File: src/rtl/life_pkg.sv
package life_pkg;

    // Control states of the cell-serial engine
    typedef enum logic [1:0] {
        ST_START = 2'd0,
        ST_FRAME = 2'd1,
        ST_SUM   = 2'd2,
        ST_APPLY = 2'd3
    } life_state_e;

    // Neighbourhood and rule constants
    localparam int NBR_CNT  = 8;
    localparam int LIVE_MIN = 2;
    localparam int LIVE_MAX = 3;
    localparam int BIRTH_N  = 3;
    localparam int SUM_W    = $clog2(NBR_CNT + 1);

endpackage

File: src/rtl/life_nbr_count.sv
module life_nbr_count import life_pkg::*; #(
    parameter int ROW_LEN = 8,
    parameter int CELLS   = 64,
    localparam int IDX_W  = $clog2(CELLS)
) (
    input  logic [CELLS-1:0] snap_i,
    input  logic [IDX_W-1:0] idx_i,
    output logic [SUM_W-1:0] sum_o
);

    // 3x3 window, centre position excluded
    logic [8:0] hit;

    for (genvar k = 0; k < 9; k++) begin : g_win
        if (k == 4) begin : g_centre
            assign hit[k] = 1'b0;
        end else begin : g_nbr
            localparam int OFF = (k / 3 - 1) * ROW_LEN + (k % 3 - 1);
            logic [IDX_W-1:0] pos;
            assign pos    = IDX_W'((int'(idx_i) + CELLS + OFF) % CELLS);
            assign hit[k] = snap_i[pos];
        end
    end

    always_comb begin
        sum_o = '0;
        for (int k = 0; k < 9; k++) begin
            sum_o = sum_o + SUM_W'(hit[k]);
        end
    end

endmodule

File: src/rtl/life_rule.sv
module life_rule import life_pkg::*; (
    input  logic             alive_i,
    input  logic [SUM_W-1:0] sum_i,
    output logic             next_o
);

    logic keep;
    logic born;

    assign keep   = (sum_i >= SUM_W'(LIVE_MIN)) && (sum_i <= SUM_W'(LIVE_MAX));
    assign born   = (sum_i == SUM_W'(BIRTH_N));
    assign next_o = alive_i ? keep : born;

endmodule

File: src/rtl/life_engine.sv
module life_engine import life_pkg::*; #(
    parameter int ROW_LEN  = 8,
    parameter int NUM_ROWS = 8,
    parameter logic [ROW_LEN*NUM_ROWS-1:0] SEED = 64'h8100_0070_7007_0482
) (
    input  logic                         clk_i,
    input  logic                         rst_ni,
    input  logic                         step_i,
    output logic [ROW_LEN*NUM_ROWS-1:0]  grid_o
);

    localparam int CELLS = ROW_LEN * NUM_ROWS;
    localparam int IDX_W = $clog2(CELLS);
    localparam logic [IDX_W-1:0] LAST_IDX = IDX_W'(CELLS - 1);

    typedef struct packed {
        life_state_e       state;
        logic [CELLS-1:0]  grid;
        logic [CELLS-1:0]  snap;
        logic [IDX_W-1:0]  idx;
        logic [SUM_W-1:0]  sum;
    } life_regs_t;

    localparam life_regs_t RESET_VAL = '{
        state: ST_START,
        grid:  SEED,
        snap:  '0,
        idx:   '0,
        sum:   '0
    };

    life_regs_t r_d, r_q;

    logic [SUM_W-1:0] nbr_sum;
    logic             cell_next;

    life_nbr_count #(
        .ROW_LEN (ROW_LEN),
        .CELLS   (CELLS)
    ) i_count (
        .snap_i (r_q.snap),
        .idx_i  (r_q.idx),
        .sum_o  (nbr_sum)
    );

    life_rule i_rule (
        .alive_i (r_q.grid[r_q.idx]),
        .sum_i   (r_q.sum),
        .next_o  (cell_next)
    );

    always_comb begin
        r_d = r_q;
        unique case (r_q.state)
            ST_START: begin
                r_d.state = ST_FRAME;
            end
            ST_FRAME: begin
                if (step_i) begin
                    r_d.snap  = r_q.grid;
                    r_d.idx   = '0;
                    r_d.state = ST_SUM;
                end
            end
            ST_SUM: begin
                r_d.sum   = nbr_sum;
                r_d.state = ST_APPLY;
            end
            ST_APPLY: begin
                r_d.grid[r_q.idx] = cell_next;
                r_d.idx           = r_q.idx + 1'b1;
                if (r_q.idx == LAST_IDX) begin
                    r_d.state = ST_FRAME;
                end else begin
                    r_d.sum   = '0;
                    r_d.state = ST_SUM;
                end
            end
            default: r_d.state = ST_START;
        endcase
    end

    always_ff @(posedge clk_i) begin
        if (!rst_ni) begin
            r_q <= RESET_VAL;
        end else begin
            r_q <= r_d;
        end
    end

    assign grid_o = r_q.grid;

endmodule

File: config.mk
export PLATFORM = sky130hd
export DESIGN_NAME = life_engine
export DESIGN_NICKNAME = d
export VERILOG_FILES = /design/src/rtl/life_pkg.sv /design/src/rtl/life_nbr_count.sv /design/src/rtl/life_rule.sv /design/src/rtl/life_engine.sv
export SDC_FILE = /design/constraint.sdc
export NUM_CORES = 1
export LEC_CHECK = 0
export BUFFER_PORTS_ARGS = -buffer_cell sky130_fd_sc_hd__clkbuf_2
export CAP_MARGIN = 20
export CORE_ASPECT_RATIO = 0.5
export CORE_MARGIN = 4
export CORE_UTILIZATION = 60
export DETAILED_ROUTE_END_ITERATION = 7
export PLACE_DENSITY = 0.8
export SETUP_SLACK_MARGIN = 0.15
export SLEW_MARGIN = 20
export SYNTH_ARGS = -nofsm -noshare
export SYNTH_HDL_FRONTEND = slang
export SYNTH_HIERARCHICAL = 1
export SYNTH_SLANG_ARGS = --single-unit
File: constraint.sdc
create_clock -name clk_i -period 11.1 [get_ports clk_i]
set_input_delay 2.22 -clock clk_i [delete_from_list [all_inputs] [get_ports clk_i]]
set_output_delay 2.22 -clock clk_i [all_outputs]
set_load 0.1 [all_outputs]
==> key figures, run 1 <==
Clock network
  • Cts hold-fix bufs: 0
  • CTS clock-pin slew for the worst setup and hold paths: 70 ps
  • Worst-case clock buffer depth: 2
  • Post-CTS Setup Bufs: 0
  • CTS tree: done
  • Clk sinks: 140
  • # resized after CTS: 0
  • Worst skew pair latency: 430 ps
  • CTS root buf: clkbuf_16
  • H-tree depth: 4
  • Total CTS buffers: 17

Global route
  • Overall Global Routing Usage: 29.9%
  • Largest net degree at the start of global routing: 141
  • Vias in the first global route: 6822
  • Global-route wire length before repair: 38500 um
  • Remaining global-route overflow: 0
  • Antenna violations before repair: 0

Timing
  • Fin. Hold Viols: 0
  • RSZ-0062 raised after global routing: no
  • Endpoints failing setup: 0
  • Final Max Slew Viols: 0
  • Fin Setup TNS: 0 ps
  • Tightest Pin Transition: 1020 ps
  • Max-slew headroom: 32.0%
  • F_max: 157 MHz
  • Worst clock skew: 12.9 ps
  • Final worst slack: 4720 ps
  • Min Clock Period, post-route: 6380 ps
  • Period Utilization, post-route: 57.5%

Routing
  • Uppermost layer routed: met4
  • DRT iter0 DRCs: 893
  • Routed length on met1: 10500 um
  • DR WL met3: 3240 um
  • Final wirelength: 24500 um
  • DRT antenna net count: 0
  • Vias/cell: 6.58
  • First drt pass iteration count: 6
  • Met2 WL: 10300 um
  • DR vias: 7384
  • DR DRC count: 0
  • Wirelength per Cell: 21.8 um

Placed design
  • # port buffers: 66
  • Post-DP HPWL: 16400 um
  • Gpl congestion: 0.976
  • Placed Area: 0.00858 mm2
  • Pre-CTS setup slack: 4790 ps

Critical path
  • CP startpoint kind: flop
  • Reg-to-Reg Start: r_q[4]$_SDFFE_PN0P_
  • Crit-path max FO: 33
  • FF-to-FF path depth: 20
  • CP delay by family, top: adder cells
  • Critical path's largest stage delay: 800 ps
  • CP Capture Type: flop
  • Reg2reg setup slack: 4720 ps
  • Crit path DAT: 6700 ps
  • CP Data Required Time: 11420 ps
  • Slowest CP cell: dfxtp_2
  • Crit-path most repeated cell: inv_1
  • Worst path cell trace: buf_4 > inv_1 > ha_1 > xor2_2 > mux4_1 > nand2_1 > o21ai_0 > mux4_2 > fa_1 > inv_1 > fa_1 > inv_1 > fa_1 > inv_1 > ha_1 > inv_1 > fa_1 > inv_1 > a22oi_1 > nor2b_1
  • Number of buffers and inverters on the critical path: 7
  • Setup CP Type: flop to flop
  • R2R Path End: r_q[1]$_SDFFE_PN0P_

Final layout
  • Synth-to-Final Area Change: 5.43%
  • Share of layout cells above drive strength 1: 17.2%
  • Ant diodes: 0
  • Design area: 0.00923 mm2
  • Area occupied by multi-input gates: 0.00508 mm2
  • Fillers: 1067
  • Number of nets in the layout: 936
  • Register area: 0.00281 mm2

Synthesis
  • Proportion of synthesized area in mux cells: 19.7%
  • Top_reg_cell synth: dfxtp_1
  • EDFF count, synth: 0
  • Post-Synth XOR/XNOR Area: 1.87%
  • Average size of a mapped cell: 9.04 um2
  • Most frequent cell after synthesis: nand2_1
  • Area leader, netlist: dfxtp_1
  • Main area contributors after synthesis: dfxtp_1, mux4_2, a21boi_0, nand2_1, buf_4
  • Top cells by count, synth: nand2_1, dfxtp_1, a21boi_0
  • Largest family of logic cells by synthesized area: multiplexers
  • Register bit total from synthesis: 140
  • Synth unique cells: 49
  • Share of the synthesized area in the top cell type: 32.0%
  • Syn Inst Count: 968
  • Post-synth ARST share: 0%
  • Compound-Gate Fraction of Synth Area: 18.3%
  • Post-Synth Adder-Cell Area: 2.49%
  • Synth Area in Simple Gates: 15.6%
  • Mapped Nets: 986
  • Yosys warns: 6
  • Cell Area, Synth: 0.00875 mm2
  • Seq/Total Area, Yosys: 32.0%

Pwr
  • Sw frac: 25.3%
  • Comb pwr share: 5.9%
  • Sequential share of power: 42.6%
  • Power Density: 131 mW/mm2
  • Clock share of power: 51.5%
  • Switching power: 0.306 mW
  • Total chip power: 1.21 mW
  • Int Power: 0.904 mW
  • Leak pwr: 3.16 nW
  • Worst vdd rail ir drop: 0.0000864 V

Min path
  • Hold Path End: r_q[61]$_SDFFE_PN0P_
  • HP Start: r_q[61]$_SDFFE_PN0P_
  • Worst hold stages: 2
  • Min-delay worst type: flop to flop

Floorplan
  • Die W: 179 um
  • Starting density of the core: 62.8%
  • Die Area: 0.0167 mm2
  • Site Rows: 30
  • Core ar.: 0.0139 mm2
  • I/O Pins: 67
  • Die Ht: 93.4 um

Run
  • Max Cap Viol: 0

Run status
  • Status: completed
[kinds of logic after synthesis]
kind of cell / count (synthesis)
AND/OR/NAND/NOR: 295
AO/OA/AOI/OAI: 229
buffers and inverters: 158
flip-flops: 140
multiplexers: 114
XOR/XNOR: 17
adder cells (fa/ha/maj): 15
[routing by layer]
layer	GRT usage (%)	up-vias
met5	0	-
met4	8.36	0
met3	11.1	51
met2	41.8	465
met1	42.9	3593
li1	-	3275
[flip-flops by register name (all words and copies together), names as in the netlist]
name    flops
r_q        76
grid_o     64
[cells in the final DEF, fill, tap and decap left out, drive strengths merged, types with 20 or more instances in the layout]
master | netlist | final
nand2 | 166 | 166
a21boi | 99 | 99
mux2 | 24 | 24
nor2 | 32 | 32
nor2b | 30 | 30
mux2i | 49 | 49
mux4 | 41 | 41
a221oi | 20 | 20
or3 | 30 | 30
inv | 16 | 25
clkbuf | 60 | 82
dfxtp | 140 | 140
o21ai | 53 | 53
[worst reg2reg max path: stages (launching register included)]
cell     delay [ps]
dfxtp_2         800
buf_4           540
inv_1           100
ha_1            270
xor2_2          500
mux4_1          670
nand2_1         120
o21ai_0         110
mux4_2          520
fa_1            540
inv_1            50
fa_1            530
inv_1            50
fa_1            460
inv_1            70
ha_1            170
inv_1            60
fa_1            480
inv_1            40
a22oi_1         140
nor2b_1          60
[worst max path at each step]
stage                             start             endpoint  slack [ps]  depth (start not counted)
finish              r_q[4]$_SDFFE_PN0P_  r_q[1]$_SDFFE_PN0P_        4720                         20
global route        r_q[4]$_SDFFE_PN0P_  r_q[2]$_SDFFE_PN0P_        4330                         20
CTS                 r_q[4]$_SDFFE_PN0P_  r_q[2]$_SDFFE_PN0P_        4750                         20
detailed placement  r_q[4]$_SDFFE_PN0P_  r_q[2]$_SDFFE_PN0P_        4790                         20
global placement    r_q[4]$_SDFFE_PN0P_  r_q[2]$_SDFFE_PN0P_        4960                         20
floorplan           r_q[4]$_SDFFE_PN0P_  r_q[1]$_SDFFE_PN0P_        5420                         22
[layout make-up]
class,instances,area share (%)
repair buffers,73,4.22
clock buffers,17,4.61
multi-input cells,670,55.1
well taps,192,2.60
inverters,16,0.651
flip-flops and latches,140,30.4
clock inverters,15,2.41
[metrics by stage]
step	hold WS, ps	utilization [%]	std cells
2_1_floorplan	449	-	968
3_3_place_gp	465	61.6	1091
3_5_place_dp	474	61.6	1091
4_1_cts	483	66.2	1123
5_1_grt	507	66.3	1123
6_report	481	66.3	1123
[power groups by stage]
stage	clock network [mW]	logic [mW]	registers, mW
after floorplan	0	0.0590	0.521
after global placement	0	0.0678	0.525
after detailed placement	0	0.0693	0.526
after CTS	0.627	0.0700	0.515
after global routing	0.654	0.0787	0.515
final	0.623	0.0717	0.515
No activity file was read; power rests on OpenSTA's default activity.
==> inputs of run 2 (changes only) <==
==> constraint.sdc (replaced) <==
create_clock -name clk_i -period 6 [get_ports clk_i]
set_input_delay 1.2 -clock clk_i [delete_from_list [all_inputs] [get_ports clk_i]]
set_output_delay 1.2 -clock clk_i [all_outputs]
set_load 0.1 [all_outputs]
==> run 2 against run 1 <==
Net effect: flip-flop and latch count is the same; non-clock buffer count up 3; sequential share of layout area up 0.13 points; worst setup slack worse by 4100 ps; via count about the same; largest power group unchanged.
==> key figures, run 2 (synthesis results as in run 1) <==
Critical path
  • Reg2reg setup slack: 570 ps (-4140 ps)
  • Crit path DAT: 5730 ps (-970 ps)
  • FF-to-FF path depth: 19 (-5.0%)
  • CP startpoint kind: flop
  • R2R Path End: r_q[1]$_SDFFE_PN0P_
  • CP Data Required Time: 6310 ps (-5110 ps)
  • Setup CP Type: flop to flop
  • Crit-path max FO: 8 (-76%)
  • Reg-to-Reg Start: r_q[4]$_SDFFE_PN0P_
  • CP Capture Type: flop

Floorplan
  • Site Rows: 30 (unchanged)
  • Starting density of the core: 62.8% (unchanged)
  • Die Area: 0.0167 mm2 (unchanged)
  • Die Ht: 93.4 um (unchanged)
  • Die W: 179 um (unchanged)
  • I/O Pins: 67 (unchanged)
  • Core ar.: 0.0139 mm2 (unchanged)

Routing
  • Vias/cell: 6.56 (-0.30%)
  • First drt pass iteration count: 5 (-1)
  • Wirelength per Cell: 22.1 um (+1.1%)
  • DRT antenna net count: 0 (unchanged)
  • Final wirelength: 24900 um (+1.4%)
  • DR vias: 7388 (+0.054%)
  • DRT iter0 DRCs: 1121 (+26%)
  • DR DRC count: 0 (unchanged)

Run
  • Max Cap Viol: 0 (unchanged)

Clock network
  • Total CTS buffers: 17 (unchanged)
  • CTS tree: done
  • Post-CTS Setup Bufs: 0 (unchanged)
  • Worst-case clock buffer depth: 2 (unchanged)
  • CTS clock-pin slew for the worst setup and hold paths: 60 ps (about the same)
  • Clk sinks: 140 (unchanged)
  • H-tree depth: 4 (unchanged)
  • Cts hold-fix bufs: 0 (unchanged)
  • Worst skew pair latency: 420 ps (about the same)
  • CTS root buf: clkbuf_16
  • # resized after CTS: 0 (unchanged)

Final layout
  • Layout Utilization: 66.0% (-0.28 points)
  • Largest register FFs: 76 (unchanged)
  • Most common cell after layout, fill and taps aside: nand2_1
  • Biggest register: r_q
  • Synth-to-Final Area Change: 4.99%
  • Area occupied by multi-input gates: 0.00508 mm2 (unchanged)
  • Commonest cells after routing, fill and taps aside: nand2_1, dfxtp_1, a21boi_0
  • Share of layout cells above drive strength 1: 17.5% (+0.27 points)
  • Fillers: 1083 (+1.5%)
  • Register area: 0.00281 mm2 (unchanged)
  • Number of nets in the layout: 939 (+0.32%)

Pwr
  • Clock share of power: 49.0% (-2.5 points)
  • Sequential share of power: 44.5% (+1.9 points)
  • Switching power: 0.543 mW (+77%)
  • Comb pwr share: 6.6% (+0.7 points)
  • Power Density: 232 mW/mm2 (+77%)
  • Leak pwr: 3.14 nW (-0.50%)
  • Int Power: 1.59 mW (+76%)
  • Sw frac: 25.5% (+0.16 points)
  • Worst vdd rail ir drop: 0.000205 V (+140%)

Timing
  • RSZ-0062 raised after global routing: no
  • Final Max Slew Viols: 0 (unchanged)
  • Max-slew headroom: 34.1% (+2.1 points)
  • Min Clock Period, post-route: 5430 ps (-956 ps)
  • Worst clock skew: 15.4 ps (+2.47 ps)
  • Period Utilization, post-route: 90.4% (+33 points)
  • Fin. Hold Viols: 0 (unchanged)
  • Endpoints failing setup: 0 (unchanged)
  • Fin Setup TNS: 0 ps (unchanged)
  • Final worst slack: 575 ps (-4140 ps)
  • F_max: 184 MHz (+18%)
  • Tightest Pin Transition: 983 ps (-36.9 ps)

Global route
  • Overall Global Routing Usage: 30.5% (+0.68 points)
  • Grt met2 use: 42.8% (+1.0 points)
  • Antenna violations before repair: 1 (+1)
  • Met1 usage: 45.1% (+2.2 points)
  • Met3 Track Usage GR: 9.53% (-1.6 points)
  • Busiest grt layer: met1
  • Global-route wire length before repair: 39400 um (+2.3%)
  • Vias in the first global route: 6832 (+0.15%)
  • Remaining global-route overflow: 0 (unchanged)
  • Largest net degree at the start of global routing: 90 (-36%)

Placed design
  • Gpl congestion: 0.975 (about the same)
  • Pre-CTS setup slack: 583 ps (-4210 ps)
  • Post-DP HPWL: 17000 um (+3.6%)
  • # port buffers: 66 (unchanged)

Min path
  • Hold Path End: r_q[30]$_SDFFE_PN0P_
  • Min-delay worst type: flop to flop
  • HP Start: r_q[30]$_SDFFE_PN0P_
  • Worst hold stages: 2 (unchanged)

Run status
  • Status: completed
## run 2: changes by cell type in the layout (fill, tap and decap cells not counted), sizes merged
cell | previous run | this run
bufinv | 3 | 1
clkbuf | 82 | 83
buf | 8 | 11
inv | 25 | 23
clkinv | 3 | 5
clkinvlp | 0 | 1
diode | 0 | 1
## run 2: stage by stage
stage | total power [mW] | hold WS, ps | instances | cell area, um2
after floorplan | 1.07 | 449 | 968 | 8750
after CTS | 2.14 | 477 | 1126 | 9190
final | 2.13 | 479 | 1127 | 9190
after global routing | 2.20 | 502 | 1126 | 9190
after global placement | 1.10 | 461 | 1094 | 8600
after detailed placement | 1.10 | 469 | 1094 | 8600
## run 2: critical path, cell delays in order, from the launching register on
cell     delay [ps]
dfxtp_2         330
inv_1            40
ha_1            240
xor2_2          590
mux4_1          710
nand2_1         130
o21ai_0          90
mux4_2          510
fa_1            540
inv_1            50
fa_1            530
inv_1            60
fa_1            460
inv_1            60
ha_1            160
inv_1            60
fa_1            480
inv_1            50
a22oi_1         170
nor2b_1          60
## run 2: power groups by stage
stage	clock (mW)	sequential, mW	combinational, mW
floorplan	0	0.964	0.109
global placement	0	0.968	0.131
detailed placement	0	0.969	0.135
CTS	1.05	0.948	0.137
global route	1.10	0.949	0.151
finish	1.04	0.949	0.140
## run 2: worst max-delay path by stage
stage	slack, ps	startpoint	cells past startpoint	end
finish	570	r_q[4]$_SDFFE_PN0P_	19	r_q[1]$_SDFFE_PN0P_
global route	290	r_q[5]$_SDFFE_PN0P_	17	r_q[2]$_SDFFE_PN0P_
CTS	610	r_q[4]$_SDFFE_PN0P_	19	r_q[1]$_SDFFE_PN0P_
detailed placement	580	r_q[4]$_SDFFE_PN0P_	19	r_q[1]$_SDFFE_PN0P_
global placement	740	r_q[4]$_SDFFE_PN0P_	19	r_q[1]$_SDFFE_PN0P_
floorplan	320	r_q[4]$_SDFFE_PN0P_	22	r_q[1]$_SDFFE_PN0P_
## run 2: layer usage
metal / wire, um / vias up
li1: - / 3293
met1: 10700 / 3540
met2: 10400 / 493
met3: 3280 / 58
met4: 504 / 4
met5: 39 / -
## run 2: cell type report
type / count / share of cell area, %
clock buffers: 18 / 4.78
multi-input cells: 670 / 55.3
well taps: 192 / 2.61
diodes: 1 / 0.0272
flip-flops and latches: 140 / 30.5
repair buffers: 76 / 4.44
inverters: 16 / 0.654
clock inverters: 14 / 1.62
